## src/rtl/nchance_clock.sv

```systemverilog
module nchance_clock #(
  parameter int FRAMES = 8,
  parameter int CNT_W = 3,
  localparam int IDX_W = (FRAMES > 1) ? $clog2(FRAMES) : 1
) (
  input  logic             clk,
  input  logic             rst_n,
  input  logic             acc_valid,
  input  logic [IDX_W-1:0] acc_frame,
  input  logic [CNT_W-1:0] thresh,
  input  logic             req,
  output logic             busy,
  output logic             done,
  output logic [IDX_W-1:0] victim
);

  localparam logic [IDX_W-1:0] LAST = IDX_W'(FRAMES - 1);

  logic [FRAMES-1:0] ref_q;
  logic [CNT_W-1:0]  age_q [FRAMES];
  logic [IDX_W-1:0]  hand_q;
  logic              busy_q, done_q;
  logic [IDX_W-1:0]  victim_q;

  wire [IDX_W-1:0] probe   = (hand_q == LAST) ? '0 : hand_q + 1'b1;
  wire [CNT_W-1:0] age_now = age_q[probe];
  wire [CNT_W-1:0] age_inc = (age_now == '1) ? age_now : age_now + 1'b1;
  wire             hit     = busy_q && !ref_q[probe] && (age_inc >= thresh);

  always_ff @(posedge clk) begin
    if (!rst_n) begin
      ref_q    <= '0;
      hand_q   <= LAST;
      busy_q   <= 1'b0;
      done_q   <= 1'b0;
      victim_q <= '0;
      for (int i = 0; i < FRAMES; i++) age_q[i] <= '0;
    end else begin
      done_q <= hit;
      if (busy_q) begin
        hand_q       <= probe;
        ref_q[probe] <= 1'b0;
        if (ref_q[probe] || hit) age_q[probe] <= '0;
        else                     age_q[probe] <= age_inc;
        if (hit) begin
          busy_q   <= 1'b0;
          victim_q <= probe;
        end
      end else if (req) begin
        busy_q <= 1'b1;
      end
      if (acc_valid && (int'(acc_frame) < FRAMES)) ref_q[acc_frame] <= 1'b1;
    end
  end

  assign busy   = busy_q;
  assign done   = done_q;
  assign victim = victim_q;

endmodule

```

## config.mk

```make
export PLATFORM = sky130hd
export DESIGN_NAME = nchance_clock
export DESIGN_NICKNAME = d
export VERILOG_FILES = /design/src/rtl/nchance_clock.sv
export SDC_FILE = /design/constraint.sdc
export NUM_CORES = 1
export LEC_CHECK = 0
export BUFFER_PORTS_ARGS = -buffer_cell sky130_fd_sc_hd__buf_2
export CORE_ASPECT_RATIO = 0.9
export CORE_UTILIZATION = 46
export DETAILED_ROUTE_END_ITERATION = 8
export GPL_TIMING_DRIVEN = 0
export PLACE_DENSITY_LB_ADDON = 0.3
export SLEW_MARGIN = 20
export SYNTH_ARGS = -nofsm -noshare
export SYNTH_HDL_FRONTEND = slang
export SYNTH_SLANG_ARGS = --single-unit
```

## constraint.sdc

```tcl
create_clock -name clk -period 5 [get_ports clk]
set_input_delay 0.25 -clock clk [delete_from_list [all_inputs] [get_ports clk]]
set_output_delay 0.25 -clock clk [all_outputs]
set_load 0.005 [all_outputs]
```

* Word level (Yosys, flattened, before mapping)
Memory sizes are Yosys's and may differ from the RTL's.
Cells that the tools add are included.
** Word-level totals
- Bits in registers :: 16
- Memory bits (writable) :: 24
- Input bits :: 10
- Output and inout bits :: 5
- Memories kept :: 1
** Cells by class
- Add/sub/neg operators :: 2
- $lt $le $gt $ge :: 5
- Equal/unequal tests :: 2
- Muxes and demuxes :: 27
- Bitwise logic cells :: 4
- Reduce and logical (&&, ||, !) cells :: 8
** Memories
- age_q :: depth 8, width 3, rd ports 1, clocked after memory_dff 0, write ports 8, RTL line 20 : logic [CNT_W-1:0] age_q [FRAMES];
** Operators by type and width (count)
- 8-bit 2-to-1 mux :: 3
- 1-bit 2-to-1 mux :: 16
- 3-bit 2-to-1 mux :: 5
- 8-bit AND :: 1
- 3-bit by 4-bit less-than comparator with 1-bit output, second input constant :: 2
- 8-bit NOT :: 1
- 8-bit OR :: 1
- 3-bit by 1-bit adder with 3-bit output, second input constant :: 2
- 1-bit demux with 3-bit select :: 2
- 3-bit equality test, second input constant :: 2
- 3-bit by 1-bit >= comparator with 1-bit output, second input constant :: 2
- 1-bit logical AND :: 4
- 1-bit binary-select mux with 3-bit select :: 1
- 3-bit >= comparator :: 1
- 3-bit OR reduction :: 1
- 2-bit AND reduction :: 1
- 1-bit logical NOT :: 1
- 1-bit logical OR :: 1
- 1-bit OR :: 1

* Logic depth before layout (Yosys ltp)
Gate-level depths: netlist of run 1.
- Word-level depth :: 15
- Gate-level depth with buffers :: 18
- Gate-level depth less buffers :: 15

* Worst setup path after synthesis of run 1
No wires, ideal clock.
- Path kind :: register -> register
- Start :: register hand_q[0]
- End :: memory age_q[3][0], data pin
- Setup time :: 0.158 ns
- Arrival :: 4.200 ns
- Setup slack :: 0.642 ns
- Stages on the path, launching flop included :: 18
- Period minus slack after synthesis :: 4.358 ns
- Path through :: dfxtp_1 -> ha_1 -> ha_1 -> buf_2 -> nor2_2 -> mux4_2 -> mux2_2 -> ha_1 -> nor2b_1 -> a22oi_4 -> mux2i_2 -> inv_1 -> ha_1 -> a21o_1 -> a21oi_1 -> nand3_1 -> buf_2 -> nor3_1
** RTL lines
- from (decl) :: RTL line 21 : logic [IDX_W-1:0] hand_q;
- from (signal assigned) :: RTL line 41 : hand_q <= probe;
- to (decl) :: RTL line 20

==> results of run 1 <==
==> logic make-up (layout without fill, tap and decap cells) <==
logic type	Yosys count	count (layout)	share of synthesized area, %
fa+ha+maj	6	6	3.73
flops	40	40	51.8
compound gates	27	27	10.5
xor+xnor	1	1	0.809
simple gates	81	81	19.0
mux	14	14	10.3
buf+inv	17	38	3.92
==> registers in the layout (all words and copies together) (netlist names) <==
name,cells
age_q,24
done,1
victim,3
busy,1
ref_q,8
hand_q,3
==> per-stage QoR <==
step	TNS, ns	utilization (%)	instances	total power, mW
finish	0	54.3	255	1.55
global route	0	54.3	255	1.65
CTS	0	54.2	256	1.52
detailed placement	-1.34	51.8	248	1.28
global placement	-0.776	51.8	248	1.26
floorplan	0	-	186	1.06
==> layout by cell type, fill, tap and decap left out, types with 2 or more instances in the layout <==
cell / instances
edfxtp_1: 24
nand2_1: 20
buf_2: 19
nor2_1: 19
nor3_1: 17
dfxtp_1: 16
nand3_1: 9
mux2i_1: 7
a21oi_1: 6
ha_1: 6
mux4_2: 5
clkbuf_1: 5
inv_1: 5
clkbuf_8: 5
a32oi_1: 4
o21ai_0: 4
nor2b_1: 3
a32o_1: 3
nor4b_1: 2
nand4_1: 2
nand2b_1: 2
a21o_1: 2
==> worst reg2reg max path, cell delays in order (launching register included) <==
cell and delay [ns]:
dfxtp_1 0.33, ha_1 0.20, ha_1 0.17, buf_2 0.18, nor2_4 0.25, mux4_2 0.55
mux2_2 0.32, ha_1 0.24, nor2b_1 0.17, a22oi_4 0.29, mux2i_4 0.45, inv_1 0.09
ha_1 0.28, a21o_1 0.18, a21oi_2 0.25, nand3_2 0.20, buf_2 0.26, nor3_1 0.18
==> per-layer routing <==
metal	track usage (%)	vias up	routed length, um
met2	33.8	74	2080
met1	32.1	757	2060
met5	0	-	0
met3	4.20	10	336
met4	7.11	0	82
li1	-	733	-
==> power by group through the flow <==
| stage | Sequential (mW) | Combinational (mW) | Clock [mW] |
|---|---|---|---|
| final | 0.418 | 0.923 | 0.210 |
| after floorplan | 0.422 | 0.638 | 0 |
| after CTS | 0.418 | 0.892 | 0.212 |
| after detailed placement | 0.426 | 0.856 | 0 |
| after global placement | 0.423 | 0.840 | 0 |
| after global routing | 0.423 | 1.00 | 0.224 |
==> worst min path at each step <==
stage                 start        end  slack, ns  cells after the start
6_report                req       busy       0.21                      3
5_1_grt        acc_frame[0]   ref_q[3]       0.22                      3
4_1_cts                 req       busy       0.21                      3
3_5_place_dp      victim[1]  victim[1]       0.45                      2
3_3_place_gp      victim[1]  victim[1]       0.44                      2
2_1_floorplan  acc_frame[0]   ref_q[3]       0.37                      2
==> layout make-up <==
cell class	count	area, um^2	share of cell area (%)
timing repair buffer	14	70.1	3.13
sequential	40	1040	46.5
clock buffer	7	76.3	3.41
buffer	10	52.6	2.35
clock inverter	1	5.00	0.223
multi-input combinational	129	913	40.8
inverter	6	22.5	1.01
tap	48	60.1	2.68
==> impl_results.md, run 1 <==
* GRT overflow at 0
* Cell Area, Placed at 0.00214 mm^2
* Setup ws final at 0.269 ns
* Gate Count Post-Synth at 186
* Setup Fix Bufs, Post-CTS at 0
* Post-cts resize count at 2
* Drt first-iter violations at 127
* Crit path depth at 17
* Net switching power at 0.716 mW
* Power Internal at 0.835 mW
* Combinational Power Share at 59.5%
* First-pass GRT wire length at 7.61 mm
* Worst R2R Setup Slack at 0.27 ns
* Most numerous cell in the Yosys netlist: edfxtp_1
* PwrDens at 692 mW/mm^2
* Max_cap viols at 0
* Share of cells above drive strength 1 at 19.3%
* Clk sinks at 40
* Slowest-stage cell, CP: mux4_2
* Critical R2R Launch: hand_q[0]
* DRC errors left at 0
* TritonCTS clock tree: yes
* Vias at 1574
* List of most frequent post-synthesis cells: edfxtp_1 (24), nand2_1 (20), nor2_1 (19)
* Leading register cell type out of synthesis: edfxtp_1
* Synthesis-stage register bit count at 40
* Fin crit period at 4.73 ns
* Critical Path Sink: age_q[2][0]
* Die width at 71.7 um
* N_diodes at 0
* Die Area at 0.00464 mm^2
* Leakage power at 0.859 nW
* Clock power share at 13.5%
* CTS Hold Buffers Added at 0
* Synth area leaders: edfxtp_1 (36%), dfxtp_1 (16%), mux4_2 (5.6%)
* Worst setup EP type: flip-flop
* Ys Warns at 0
* CP Data Required Time at 5.13 ns
* Initial Util at 48.7%
* Sequential Power Share at 27.0%
* Gr usage total at 22.2%
* Drt via density at 6.17
* Worst Skew at 0.0135 ns
* Num ports at 15
* FILL cells at 371
* Max incr delay on CP at 0.55 ns
* Crit. Startpoint: hand_q[0]
* Rows at 22
* Mapped Area at 0.00201 mm^2
* Hpwl dp at 3.30 mm
* CP Launch Type: flip-flop
* Final setup vio count at 0
* CTS Buf Count at 5
* GPL Wtd Cong at 0.874
* Relative slew slack at 62.7%
* Pin count of the biggest net entering global routing at 13
* DRT Wirelength at 4.57 mm
* Initial antenna violation count at 0
* Worst-margin pin slew at 0.560 ns
* Synth area leader: edfxtp_1
* Sw frac at 46.2%
* RSZ-0062 raised after global routing: false
* Number of global-route vias before repair at 1444
* Worst min path class: in2reg
* Final Cycle Share at 94.6%
* Area growth syn-to-layout at 11.4%
* WP buf/inv at 3
* VDD IR max at 0.000366 V
* Post-synth ARST share at 0%
* Worst slack, placed at -0.180 ns
* ANT nets after route at 0
* Worst-Skew Late Latency at 0.30 ns
* Root buf cell: clkbuf_8
* R2R Path End: age_q[2][0]
* Crit Path Max Fanout at 10
* Worst path top cell family by delay: multiplexers
* Port bufs at 14
* Non-Filler Cell Area, Final at 0.00224 mm^2
* Clock Path Buffers at 2
* Fmax at 211 MHz
* Fin. max-slew vios at 0
* CTS H-tree lvls at 2
* Fin. Hold Viols at 0
* R2R depth at 17
* Nets at 222
* Syn_area_per_cell at 10.8 um^2
* Crit-path cells: ha_1, ha_1, buf_2, nor2_4, mux4_2, mux2_2, ha_1, nor2b_1, a22oi_4, mux2i_4, inv_1, ha_1, a21o_1, a21oi_2, nand3_2, buf_2, nor3_1
* Data arrival time of the worst path at 4.86 ns
* Top cell type's share of synthesized area at 35.8%
* Register area share after synthesis at 51.8%
* Post-synth EDFFs at 24
* Type of the worst setup path: reg2reg
* Average wire per standard cell at 17.9 um
* Worst path most repeated cell: ha_1
* Reg clk slew, reported paths at 0.08 ns
* Die outline height at 64.7 um
* Syn Nets at 202
* Drt first pass iters at 5
* Hold slack at 0.212 ns
* Core area at 0.00413 mm^2
* Number of distinct library cells after synthesis at 40
* Status: complete, no violations
(Power assumes the default switching activity.)
==> run 2, diff against run 1 <==
- PLACE_DENSITY: default -> 0.61
- PLACE_DENSITY_LB_ADDON: 0.3 -> default
==> run 2 against run 1 <==
- maximum frequency rose by 1.8%
- cell area rose by 2.2%
- highest routed layer unchanged
- non-clock buffer count rose by 2
- critical path type unchanged
- via count fell by 4.1%
- first-iteration DRC count fell by 35%
- sequential share of layout area fell by 0.99 points
- total power rose by 5.6%
- largest power group unchanged
- register-to-register slack improved by 0.09 ns
==> impl_results.md, run 2 (synthesis results as in run 1) <==
* Hold slack at 0.204 ns (-0.00753 ns)
* Relative slew slack at 62.7% (about the same)
* Setup tns final at 0 ns (unchanged)
* Worst-margin pin slew at 0.560 ns (+0.000625 ns)
* Nets at 224 (+0.90%)
* Leakage power at 0.880 nW (+2.4%)
* Area growth syn-to-layout at 13.9%
* Final setup vio count at 0 (unchanged)
* RSZ-0062 raised after global routing: false
* Final total power at 1.64 mW (+5.6%)
* Num ports at 15 (unchanged)
* Worst-Skew Late Latency at 0.29 ns (about the same)
* Root buf cell: clkbuf_8
* Die Area at 0.00464 mm^2 (unchanged)
* GPL Wtd Cong at 0.873 (-0.13%)
* Rows at 22 (unchanged)
* Drt first-iter violations at 83 (-35%)
* Dpl cells at 248 (unchanged)
* R2R depth at 17 (unchanged)
* WP buf/inv at 2 (-1)
* TritonCTS clock tree: yes
* Max_cap viols at 0 (unchanged)
* Cell Count, Final, Fillers Out at 257 (+0.78%)
* VDD IR max at 0.000297 V (-19%)
* N_diodes at 0 (unchanged)
* Die width at 71.7 um (unchanged)
* CP Launch Type: flip-flop
* Worst path top cell family by delay: simple AND/OR/NAND/NOR gates
* Port bufs at 14 (unchanged)
* Share of cells above drive strength 1 at 20.1% (+0.77 points)
* Worst min path class: in2reg
* CTS Buf Count at 5 (unchanged)
* Gr usage total at 21.5% (-0.71 points)
* Initial antenna violation count at 0 (unchanged)
* Worst Skew at 0.00224 ns (-0.0113 ns)
* Slowest-stage cell, CP: mux4_2
* CTS Hold Buffers Added at 0 (unchanged)
* Crit path depth at 17 (unchanged)
* Biggest regs: age_q x24, ref_q x8
* Reg clk slew, reported paths at 0.07 ns (about the same)
* Drt via density at 5.87 (-4.9%)
* Fin. Hold Viols at 0 (unchanged)
* Clk sinks at 40 (unchanged)
* Max incr delay on CP at 0.56 ns (about the same)
* Number of flip-flops under the largest register name at 24 (unchanged)
* Fmax at 215 MHz (+1.8%)
* Fin crit period at 4.64 ns (-0.0859 ns)
* PwrDens at 715 mW/mm^2 (+3.3%)
* Number of global-route vias before repair at 1466 (+1.5%)
* Final core utilization at 55.5% (+1.2 points)
* Die outline height at 64.7 um (unchanged)
* Hpwl dp at 3.27 mm (-1.0%)
* Worst path most repeated cell: ha_1
* Average wire per standard cell at 17.2 um (-3.6%)
* Type of the worst setup path: reg2reg
* Crit-path cells: ha_1, ha_1, buf_2, nor2_4, mux4_2, mux2_2, ha_1, nor2b_1, a22oi_4, xnor2_4, ha_1, nand2b_1, a21o_1, a21oi_2, nand3_2, buf_2, nor3_1
* ANT nets after route at 0 (unchanged)
* Final Cycle Share at 92.9% (-1.7 points)
* GRT overflow at 0 (unchanged)
* Worst setup EP type: flip-flop
* DRC errors left at 0 (unchanged)
* Pin count of the biggest net entering global routing at 13 (unchanged)
* Most frequent cells in the layout: edfxtp_1 (24), nand2_1 (20), buf_2 (19), nor2_1 (19), nor3_1 (17)
* Crit. Startpoint: hand_q[0]
* Leading cell type in the layout, fill and taps excluded: edfxtp_1
* Largest Register: age_q
* Crit Path Max Fanout at 10 (unchanged)
* Data arrival time of the worst path at 4.77 ns (-0.09 ns)
* DRT Wirelength at 4.43 mm (-2.9%)
* Critical R2R Launch: hand_q[0]
* Drt first pass iters at 4 (-1)
* Worst Hold Depth at 3 (unchanged)
* Fin. max-slew vios at 0 (unchanged)
* Status: complete, no violations
* Core area at 0.00413 mm^2 (unchanged)
* Hold path start: req
* Vias at 1509 (-4.1%)
* First-pass GRT wire length at 7.35 mm (-3.4%)
* CTS H-tree lvls at 2 (unchanged)
* Clock Path Buffers at 2 (unchanged)
* Initial Util at 48.7% (unchanged)
* CP Data Required Time at 5.13 ns (about the same)
-- run 2: repair_timing --
item | in CTS | in global routing
buffers inserted | 0 | 1
resized for setup | 2 | 3
setup endpoints to repair | 11 | 16
gates cloned | 0 | 0
-- run 2: final cells by class --
class                   count  area [um^2]
inverters                   6         22.5
clock buffers               6         72.6
flip-flops and latches     40         1040
clock inverters             2         35.0
multi-input cells         129          925
fillers                   361         1840
repair buffers             15         77.6
well taps                  48         60.1
plain buffers              11         56.3
-- run 2: power breakdown --
group / internal [mW] / switching, mW / total, mW
clock: 0.148 / 0.108 / 0.256
combinational: 0.377 / 0.585 / 0.962
sequential: 0.400 / 0.0196 / 0.419
total: 0.925 / 0.712 / 1.64
-- run 2: final timing paths --
check | slack (ns) | endpoint
min reg2reg | 0.47 | victim[1]
max reg2reg | 0.36 | age_q[0][0]
min | 0.20 | busy
max | 0.36 | age_q[0][0]
-- run 2: routing by layer --
metal  up-vias  GRT usage [%]  wire, um  share of wire [%]
met3        10           5.29       259                5.8
met4         0           9.56        86                1.9
met1       716           29.2      2080                 47
li1        734              -         -                  -
met5         -              0         0                  0
met2        49           32.8      2010                 45
-- run 2: worst reg2reg max path: stages, from the launching register on --
cell and delay [ns]:
dfxtp_1 0.33, ha_1 0.20, ha_1 0.17, buf_2 0.17, nor2_4 0.24, mux4_2 0.56, mux2_2 0.32, ha_1 0.23
nor2b_1 0.16, a22oi_4 0.33, xnor2_4 0.23, ha_1 0.30, nand2b_1 0.14, a21o_1 0.20, a21oi_2 0.24, nand3_2 0.23
buf_2 0.28, nor3_1 0.15
-- run 2: stage by stage --
| stage | worst slack, ns | area, um^2 |
|---|---|---|
| 2_1_floorplan | 0.642 | 2010 |
| 3_3_place_gp | -0.133 | 2140 |
| 3_5_place_dp | -0.200 | 2140 |
| 4_1_cts | 0.0284 | 2260 |
| 5_1_grt | 0.0566 | 2290 |
| 6_report | 0.355 | 2290 |
==> run 3, diff against run 2 <==
- CELL_PAD_IN_SITES_DETAIL_PLACEMENT: default -> 0
- CELL_PAD_IN_SITES_GLOBAL_PLACEMENT: default -> 2
- CORE_UTILIZATION: 46 -> 39
- PLACE_DENSITY: 0.61 -> 0.75
- SKIP_CTS_REPAIR_TIMING: default -> 1
==> run 3 against run 2 <==
- setup slack got worse by 0.11 ns
- register-to-register slack lost 0.11 ns
- core utilization shrank 8.3 points
- die area increased by 17%
- global-route usage decreased by 1.6 points
- critical path depth did not move
- cell area is 0.87% higher
- combinational power about the same
- clock power decreased by 4%
- count of clock-buffer cells in the layout up 1
- sequential cell count unchanged
- critical endpoint unchanged
- sequential share of layout area is 0.39 points lower
==> impl_results.md, run 3 (synthesis results as in run 1) <==
* Status: complete, no violations
* Worst min path class: in2reg
* Fin. max-slew vios at 0 (unchanged)
* R2R Path End: age_q[0][0]
* Vias at 1555 (+3.0%)
* DRT Wirelength at 4.85 mm (+9.3%)
* Worst Skew at 0.00640 ns (+0.00415 ns)
* Fin. Hold Viols at 0 (unchanged)
* Worst-Skew Late Latency at 0.30 ns (about the same)
* Number of flip-flops under the largest register name at 24 (unchanged)
* Crit-path cells: ha_1, ha_1, buf_2, nor2_4, mux4_2, mux2_2, ha_1, nor2b_1, a22oi_4, xnor2_2, ha_1, nand2b_1, a21o_1, a21oi_2, nand3_2, buf_2, nor3_1
* Type of the worst setup path: reg2reg
* Worst R2R Setup Slack at 0.24 ns (-0.11 ns)
* Nets at 226 (+0.89%)
* Average wire per standard cell at 17.6 um (+1.8%)
* Die outline height at 70.1 um (+8.3%)
* Hold slack at 0.189 ns (-0.0152 ns)
* Met3 Wirelength at 329 um (+27%)
* Dpl cells at 265 (+6.9%)
* Area growth syn-to-layout at 14.9%
* RSZ-0062 raised after global routing: false
* VDD IR max at 0.000306 V (+3.0%)
* Drt first pass iters at 5 (+1)
* Max_cap viols at 0 (unchanged)
* R2R depth at 17 (unchanged)
* M1 WL at 2.22 mm (+6.7%)
* Worst path most repeated cell: ha_1
* Die width at 77.7 um (+8.4%)
* Fmax at 210 MHz (-2.4%)
* Number of global-route vias before repair at 1552 (+5.9%)
* Hold path start: req
* Fin crit period at 4.76 ns (+0.115 ns)
* DR top layer: met4
* Relative slew slack at 58.5% (-4.1 points)
* Pin count of the biggest net entering global routing at 13 (unchanged)
* Initial Util at 41.1% (-7.6 points)
* CTS Buf Count at 5 (unchanged)
* Clk sinks at 40 (unchanged)
* First-pass GRT wire length at 7.98 mm (+8.6%)
* Hpwl dp at 3.54 mm (+8.3%)
* CP Data Required Time at 5.12 ns (about the same)
* Worst-margin pin slew at 0.622 ns (+0.0618 ns)
* CTS H-tree lvls at 2 (unchanged)
* Drt first-iter violations at 72 (-13%)
* Clock Path Buffers at 2 (unchanged)
* WP buf/inv at 2 (unchanged)
* DRC errors left at 0 (unchanged)
* Reg clk slew, reported paths at 0.08 ns (about the same)
* Crit. Startpoint: hand_q[0]
* GPL Wtd Cong at 0.839 (-3.9%)
* TritonCTS clock tree: yes
* Met2 WL at 2.27 mm (+13%)
* Final setup vio count at 0 (unchanged)
* CP Launch Type: flip-flop
* Largest Register: age_q
* Leakage power at 0.887 nW (+0.87%)
* Initial antenna violation count at 0 (unchanged)
* N_diodes at 0 (unchanged)
* Gr usage total at 19.9% (-1.6 points)
* Worst path top cell family by delay: simple AND/OR/NAND/NOR gates
* Port bufs at 14 (unchanged)
* Hold EP: busy
* Num ports at 15 (unchanged)
* Leading cell type in the layout, fill and taps excluded: edfxtp_1
* Worst Hold Depth at 3 (unchanged)
* Max incr delay on CP at 0.55 ns (about the same)
* Most frequent cells in the layout: edfxtp_1 (24), nand2_1 (20), buf_2 (19), nor2_1 (19), nor3_1 (17)
* Critical R2R Launch: hand_q[0]
* Data arrival time of the worst path at 4.88 ns (+0.11 ns)
* GRT overflow at 0 (unchanged)
* Worst setup EP type: flip-flop
* Worst slack, placed at -0.261 ns (-0.0617 ns)
* Setup ws final at 0.241 ns (-0.115 ns)
* Slowest-stage cell, CP: mux4_2
* Final Cycle Share at 95.2% (+2.3 points)
* Cell Count, Final, Fillers Out at 276 (+7.4%)
* PwrDens at 704 mW/mm^2 (-1.5%)
* Core area at 0.00489 mm^2 (+19%)
* ANT nets after route at 0 (unchanged)
* Root buf cell: clkbuf_8
* Die Area at 0.00545 mm^2 (+17%)
* Share of cells above drive strength 1 at 20.9% (+0.76 points)
* Biggest regs: age_q x24, ref_q x8
* Drt via density at 5.63 (-4.0%)
* Rows at 24 (+9.1%)
* Crit Path Max Fanout at 10 (unchanged)
[run 3: per-stage QoR]
stage / util, % / setup TNS [ns] / power [mW] / instance area (um^2)
final: 47.2 / 0 / 1.63 / 2310
after global routing: 47.2 / 0 / 1.73 / 2310
after CTS: 46.3 / -2.98 / 1.54 / 2260
after detailed placement: 44.2 / -2.45 / 1.29 / 2160
after global placement: 44.2 / -1.80 / 1.28 / 2160
after floorplan: - / 0 / 1.06 / 2010
[run 3: final cells by class]
type | instances | area, um^2
Buffer | 11 | 56.3
Clock buffer | 7 | 97.6
Clock inverter | 1 | 5.00
Fill cell | 474 | 2580
Inverter | 6 | 22.5
Multi-Input combinational cell | 129 | 913
Sequential cell | 40 | 1040
Tap cell | 65 | 81.3
Timing Repair Buffer | 17 | 92.6
[run 3: worst register-to-register path, cell delays in order, from the launching register on]
cell and delay [ns]:
dfxtp_1 0.33, ha_1 0.20, ha_1 0.17, buf_2 0.18, nor2_4 0.26, mux4_2 0.55, mux2_2 0.32, ha_1 0.23
nor2b_1 0.16, a22oi_4 0.31, xnor2_2 0.28, ha_1 0.34, nand2b_1 0.14, a21o_1 0.21, a21oi_2 0.25, nand3_2 0.21
buf_2 0.27, nor3_1 0.18
[run 3: metal layers]
metal | track usage [%] | vias up
li1 | - | 733
met1 | 27.8 | 767
met2 | 30.4 | 53
met3 | 5.49 | 2
met4 | 5.24 | 0
met5 | 0 | -
[run 3: worst max path at each step]
| stage | endpoint | slack, ns | cells after the start |
|---|---|---|---|
| 2_1_floorplan | age_q[3][0] | 0.64 | 17 |
| 3_3_place_gp | age_q[0][0] | -0.19 | 17 |
| 3_5_place_dp | age_q[0][0] | -0.26 | 17 |
| 4_1_cts | age_q[0][0] | -0.30 | 17 |
| 5_1_grt | age_q[3][1] | 0.002 | 17 |
| 6_report | age_q[0][0] | 0.24 | 17 |
[run 3: where the power goes]
group / internal (mW) / switching, mW / total [mW]
registers: 0.400 / 0.0182 / 0.418
clock network: 0.128 / 0.118 / 0.246
logic: 0.371 / 0.593 / 0.964
total: 0.898 / 0.729 / 1.63
